`src/rtl/bus_idle_pkg.sv`:
```
package bus_idle_pkg;

  typedef enum logic [2:0] {
    BS_IDLE = 3'd0,
    BS_T1   = 3'd1,
    BS_T2   = 3'd2,
    BS_T3   = 3'd3,
    BS_TI   = 3'd4
  } busState_e;

  typedef struct packed {
    logic launch;    // start T1 on the next clock
    logic fromPend;  // launch takes its fields from the holding slot
    logic capPend;   // store the incoming request in the holding slot
  } seqStrobe_t;

endpackage

```
`src/rtl/bus_idle_dp.sv`:
```
module bus_idle_dp
  import bus_idle_pkg::*;
#(
  parameter int NUM_CS = 8,
  parameter int CS_W   = $clog2(NUM_CS),
  parameter int REG_W  = 2 * NUM_CS
) (
  input  logic             clk,
  input  logic             rstN,
  input  seqStrobe_t       strobe,
  input  logic [CS_W-1:0]  reqCs,
  input  logic             reqRead,
  input  logic             reqInternal,
  input  logic             cfgWrEn,
  input  logic [REG_W-1:0] cfgWrData,
  output logic [REG_W-1:0] cfgRdData,
  output logic             pendValid,
  output logic             curRead,
  output logic             curInternal,
  output logic             curIdle
);

  function automatic logic [REG_W-1:0] buildOddMask();
    logic [REG_W-1:0] m;
    m = '0;
    for (int i = 0; i < NUM_CS; i++) m[2*i+1] = 1'b1;
    return m;
  endfunction

  localparam logic [REG_W-1:0] ODD_MASK = buildOddMask();

  logic [REG_W-1:0]  cfgReg;
  logic [NUM_CS-1:0] enVec;
  logic [CS_W-1:0]   pendCs;
  logic              pendRead;
  logic              pendInternal;
  logic [CS_W-1:0]   srcCs;
  logic              srcRead;
  logic              srcInternal;
  logic              launchIdle;

  // Configuration word: only odd positions are stored
  always_ff @(posedge clk) begin
    if (!rstN)        cfgReg <= ODD_MASK;
    else if (cfgWrEn) cfgReg <= cfgWrData & ODD_MASK;
  end

  assign cfgRdData = cfgReg;

  for (genvar i = 0; i < NUM_CS; i++) begin : g_en
    assign enVec[i] = cfgReg[2*i+1];
  end

  // One-entry holding slot for a request that arrives mid-access
  always_ff @(posedge clk) begin
    if (!rstN) begin
      pendValid    <= 1'b0;
      pendCs       <= '0;
      pendRead     <= 1'b0;
      pendInternal <= 1'b0;
    end else if (strobe.capPend) begin
      pendValid    <= 1'b1;
      pendCs       <= reqCs;
      pendRead     <= reqRead;
      pendInternal <= reqInternal;
    end else if (strobe.launch && strobe.fromPend) begin
      pendValid    <= 1'b0;
    end
  end

  always_comb begin
    srcCs       = strobe.fromPend ? pendCs       : reqCs;
    srcRead     = strobe.fromPend ? pendRead     : reqRead;
    srcInternal = strobe.fromPend ? pendInternal : reqInternal;
    launchIdle  = srcRead && !srcInternal && enVec[srcCs];
  end

  // Per-access fields, frozen at launch
  always_ff @(posedge clk) begin
    if (!rstN) begin
      curRead     <= 1'b0;
      curInternal <= 1'b0;
      curIdle     <= 1'b0;
    end else if (strobe.launch) begin
      curRead     <= srcRead;
      curInternal <= srcInternal;
      curIdle     <= launchIdle;
    end
  end

  // the idle decision of a running access holds until the next launch
  p_cur_hold_r8: assert property (@(posedge clk) disable iff (!rstN)
    !strobe.launch |=> $stable({curRead, curInternal, curIdle}));

  // the configuration word changes only through a write
  p_cfg_stable_r7: assert property (@(posedge clk) disable iff (!rstN)
    !cfgWrEn |=> $stable(cfgRdData));

  // even positions read back as zero after any write
  p_cfg_even_r7: assert property (@(posedge clk) disable iff (!rstN)
    cfgWrEn |=> ((cfgRdData & ~ODD_MASK) == '0));

endmodule

```
`src/rtl/bus_idle_fsm.sv`:
```
module bus_idle_fsm
  import bus_idle_pkg::*;
(
  input  logic       clk,
  input  logic       rstN,
  input  logic       reqValid,
  input  logic       pendValid,
  input  logic       curRead,
  input  logic       curInternal,
  input  logic       curIdle,
  output seqStrobe_t strobe,
  output busState_e  state,
  output logic       busy,
  output logic       cycleDone
);

  busState_e nextState;
  logic      lastState;
  logic      launch;

  always_comb begin
    lastState = ((state == BS_T3) && !curIdle) || (state == BS_TI);
    launch    = ((state == BS_IDLE) || lastState) && (pendValid || reqValid);
    strobe.launch   = launch;
    strobe.fromPend = pendValid;
    strobe.capPend  = reqValid && !(launch && !pendValid);
  end

  always_comb begin
    nextState = state;
    case (state)
      BS_IDLE: nextState = launch ? BS_T1 : BS_IDLE;
      BS_T1:   nextState = BS_T2;
      BS_T2:   nextState = BS_T3;
      BS_T3:   nextState = curIdle ? BS_TI : (launch ? BS_T1 : BS_IDLE);
      BS_TI:   nextState = launch ? BS_T1 : BS_IDLE;
      default: nextState = BS_IDLE;
    endcase
  end

  always_ff @(posedge clk) begin
    if (!rstN) state <= BS_IDLE;
    else       state <= nextState;
  end

  assign busy      = (state != BS_IDLE);
  assign cycleDone = lastState;

  p_t1_t2_r2: assert property (@(posedge clk) disable iff (!rstN)
    state == BS_T1 |=> state == BS_T2);

  p_t2_t3_r2: assert property (@(posedge clk) disable iff (!rstN)
    state == BS_T2 |=> state == BS_T3);

  p_ti_after_t3_r3: assert property (@(posedge clk) disable iff (!rstN)
    (state == BS_T3 && curIdle) |=> state == BS_TI);

  // TI only ever belongs to an external read
  p_ti_ext_read_r4: assert property (@(posedge clk) disable iff (!rstN)
    state == BS_TI |-> (curRead && !curInternal));

  p_done_final_r10: assert property (@(posedge clk) disable iff (!rstN)
    cycleDone |-> (state == BS_T3 || state == BS_TI));

  p_chain_r9: assert property (@(posedge clk) disable iff (!rstN)
    (cycleDone && (reqValid || pendValid)) |=> state == BS_T1);

  // input assumption: the holding slot never overflows
  p_no_overflow_r9: assert property (@(posedge clk) disable iff (!rstN)
    (pendValid && reqValid) |-> launch);

endmodule

```
`src/rtl/bus_idle_inserter.sv`:
```
module bus_idle_inserter
  import bus_idle_pkg::*;
#(
  parameter int NUM_CS = 8,
  parameter int CS_W   = $clog2(NUM_CS),
  parameter int REG_W  = 2 * NUM_CS
) (
  input  logic             clk,
  input  logic             rstN,
  input  logic             reqValid,
  input  logic [CS_W-1:0]  reqCs,
  input  logic             reqRead,
  input  logic             reqInternal,
  input  logic             cfgWrEn,
  input  logic [REG_W-1:0] cfgWrData,
  output logic [REG_W-1:0] cfgRdData,
  output logic [2:0]       busState,
  output logic             busy,
  output logic             cycleDone
);

  seqStrobe_t strobe;
  busState_e  state;
  logic       pendValid;
  logic       curRead;
  logic       curInternal;
  logic       curIdle;

  bus_idle_fsm u_fsm (
    .clk         (clk),
    .rstN        (rstN),
    .reqValid    (reqValid),
    .pendValid   (pendValid),
    .curRead     (curRead),
    .curInternal (curInternal),
    .curIdle     (curIdle),
    .strobe      (strobe),
    .state       (state),
    .busy        (busy),
    .cycleDone   (cycleDone)
  );

  bus_idle_dp #(
    .NUM_CS (NUM_CS),
    .CS_W   (CS_W),
    .REG_W  (REG_W)
  ) u_dp (
    .clk         (clk),
    .rstN        (rstN),
    .strobe      (strobe),
    .reqCs       (reqCs),
    .reqRead     (reqRead),
    .reqInternal (reqInternal),
    .cfgWrEn     (cfgWrEn),
    .cfgWrData   (cfgWrData),
    .cfgRdData   (cfgRdData),
    .pendValid   (pendValid),
    .curRead     (curRead),
    .curInternal (curInternal),
    .curIdle     (curIdle)
  );

  assign busState = state;

endmodule

```
`config.mk`:
```
export PLATFORM = sky130hd
export DESIGN_NAME = bus_idle_inserter
export DESIGN_NICKNAME = d
export VERILOG_FILES = /design/src/rtl/bus_idle_pkg.sv /design/src/rtl/bus_idle_dp.sv /design/src/rtl/bus_idle_fsm.sv /design/src/rtl/bus_idle_inserter.sv
export SDC_FILE = /design/constraint.sdc
export NUM_CORES = 1
export LEC_CHECK = 0
export BUFFER_PORTS_ARGS = -buffer_cell sky130_fd_sc_hd__buf_2
export CAP_MARGIN = 20
export CORE_MARGIN = 3
export CORE_UTILIZATION = 48
export DETAILED_ROUTE_END_ITERATION = 8
export HOLD_SLACK_MARGIN = 0.05
export PLACE_DENSITY = 0.83
export SYNTH_ARGS = -nofsm -noshare
export SYNTH_HDL_FRONTEND = slang
export SYNTH_SLANG_ARGS = --single-unit
```
`constraint.sdc`:
```
create_clock -name clk -period 2.2 [get_ports clk]
set_input_delay 0.11 -clock clk [delete_from_list [all_inputs] [get_ports clk]]
set_output_delay 0.11 -clock clk [all_outputs]
set_load 0.02 [all_outputs]
```
==> impl_metrics.yaml <==
outcome:
  outcome: "complete, no violations"
power:
  intPower_mw: 0.604
  p_comb_share_pct: 34.0
  switching_share_pct: 34.3
  leakage_nw: 0.554
  power.clock.fraction_pct: 21.4
  pwr-share-seq_pct: 44.6
  power_switching_mw: 0.316
  ir_drop_mv: 0.471
  p_per_area_nw_per_um2: 786
synthesis:
  ys_warn_count: 0
  syn-cell-area_um2: 937
  synth_area_leaders: "dfxtp_1 38%, mux2i_1 11%, buf_4 6.4%"
  yosys.area.top_type: "dfxtp_1"
  syn-instance-count: 97
  synth_seq_cells: 18
  synth_top_area_share_pct: 38.5
  syn_avg_cell_area_um2: 9.66
  ys_types: 31
  seq_area_frac_synth_pct: 38.5
routing:
  drt_wl_total_um: 2030
  route.detailed.drc: 0
  ant_nets: 0
  num_vias: 804
  drt_pass1_iterations: 4
  viasPerCell: 5.12
  drt_iter0_markers: 12
  wire_per_inst_um: 12.9
cts:
  clock_sinks: 18
  cts_resized: 0
  tritoncts: "done"
  post_cts_buffers: 0
  clockBufferDepth: 2
  clock-root-buffer: "clkbuf_4"
  cts_hold_buffers: 8
  clk_latency_ns: 0.29
  numCtsBuffers: 3
  h-tree-depth: 1
  clk_pin_slew_ns: 0.09
setup_path:
  max_stage_delay_ns: 0.54
  rrSetupSlack_ns: 0.46
  worst-setup-path-type: "flop to flop"
  path_cells: "mux2i_2 > mux2_2 > nor3b_1 > o41ai_2"
  required_ns: 2.38
  endpoint_kind: "flop"
  worst_path_max_delay_cell: "dfxtp_1"
  worstPathArrival_ns: 1.92
  reg2reg_from: "u_dp.pendValid"
  cp-startpoint: "u_dp.pendValid"
  rr_worst_depth: 4
  rr_endpoint: "u_dp.curIdle"
  critPathLaunchType: "flop"
  critPathMaxFanout: 9
timing:
  slew_violations: 0
  tns_ns: 0
  fin_crit_sh_pct: 78.9
  hold_viol_final: 0
  clock_skew_ns: 0.00142
  fin_ws_ns: 0.464
  setup_violations: 0
  finalCriticalPeriod_ns: 1.74
  rsz0062_at_grt: "false"
  fmax_mhz: 576
global_routing:
  grt-ovfl-total: 0
  antenna_found_initial: 0
  grt_pass1_vias: 733
  grt_max_degree: 19
  grt_pass1_wl_um: 3300
  grt_usage_pct: 17.8
floorplanning:
  initial_core_util_pct: 52.6
  die_w_um: 50.2
  rows: 15
  core_region_area_um2: 1780
  dieArea_um2: 2520
  die_h_um: 50.2
  num_io_pins: 46
cells_and_area:
  mostFrequentLayoutCells: "29 x buf_2, 18 x dfxtp_1, 10 x mux2i_1"
  final_common_cell: "buf_2"
  diodes: 0
  nets: 158
  area_growth_pct: 24.8
  drive_above_1_share_pct: 31.1
place:
  place_ws_ns: 0.475
  globalplace.congestion: 0.751
  port_buffers: 29
  hpwlAfterDp_um: 1400
hold_path:
  min_path_cells: 2
  hp-start: "rstN"
  min_path_type: "input pin to flop"
  hold_end: "u_dp.cfgRdData[3]"
job:
  drv_cap: 0
[sequential cells by signal, indices dropped and copies added (netlist names)]
register,cells
u_dp.cfgRdData,8
u_dp.curIdle,1
u_dp.pendCs,3
u_dp.pendInternal,1
u_dp.pendRead,1
u_dp.pendValid,1
u_fsm.state,3
[layer usage]
metal | wire length (um) | track usage (%)
met2 | 1030 | 28.9
met1 | 818 | 20.3
met4 | 63 | 12.0
met5 | 0 | 0
met3 | 120 | 4.75
[worst max path at each step]
| stage | cells past startpoint | endpoint | slack, ns |
|---|---|---|---|
| final | 4 | u_dp.curIdle | 0.46 |
| after global routing | 4 | u_dp.curIdle | 0.32 |
| after CTS | 4 | u_dp.curIdle | 0.47 |
| after detailed placement | 4 | u_dp.curIdle | 0.47 |
| after global placement | 4 | u_dp.curIdle | 0.50 |
| after floorplan | 5 | u_dp.curIdle | 0.71 |
[worst max-delay path, delay by kind of cell (launching register included)]
family / cells / cell delay, ns
multiplexers: 2 / 0.74
AND/OR/NAND/NOR: 1 / 0.25
AO/OA/AOI/OAI: 1 / 0.10
flip-flops: 1 / 0.54
[synth_stat cells (all sizes together)]
cell / number
dfxtp: 18
nor2: 3
conb: 1
a31oi: 1
a21o: 1
mux2i: 11
a21oi: 3
a21boi: 5
nand2b: 3
nand3: 2
inv: 1
nor3: 1
o21bai: 2
o22ai: 1
nor3b: 2
mux4: 1
clkbuf: 4
o21ai: 1
o41ai: 1
buf: 9
or3: 1
and3: 6
mux2: 2
o21a: 6
nand2: 9
o221ai: 1
and4bb: 1
[area by class of cell]
type | count | area [um2]
Fill cell | 157 | 613
Clock buffer | 4 | 36.3
Inverter | 1 | 3.75
Sequential cell | 18 | 360
Timing Repair Buffer | 37 | 225
Tap cell | 25 | 31.3
Multi-Input combinational cell | 72 | 513
[cell families after synthesis]
family	Yosys count	share of synthesized area, %
buf+inv	14	9.61
mux	14	17.4
other cells	1	0.400
compound gates	22	18.2
flops	18	38.5
simple gates	28	16.0
[power groups by stage]
stage               combinational [mW]  sequential (mW)  clock, mW
floorplan                        0.229            0.424          0
global placement                 0.290            0.412          0
detailed placement               0.300            0.416          0
CTS                              0.312            0.409      0.207
global route                     0.343            0.417      0.227
finish                           0.313            0.411      0.197
[metrics by stage]
stage / power (mW) / util [%] / cell area, um2 / cells / hold WS [ns]
6_report: 0.920 / 65.6 / 1170 / 157 / 0.141
5_1_grt: 0.987 / 65.6 / 1170 / 157 / 0.132
4_1_cts: 0.928 / 65.6 / 1170 / 157 / 0.131
3_5_place_dp: 0.716 / 59.1 / 1050 / 145 / 0.328
3_3_place_gp: 0.702 / 59.1 / 1050 / 145 / 0.324
2_1_floorplan: 0.653 / - / 963 / 104 / 0.239
(Power assumes the default switching activity.)
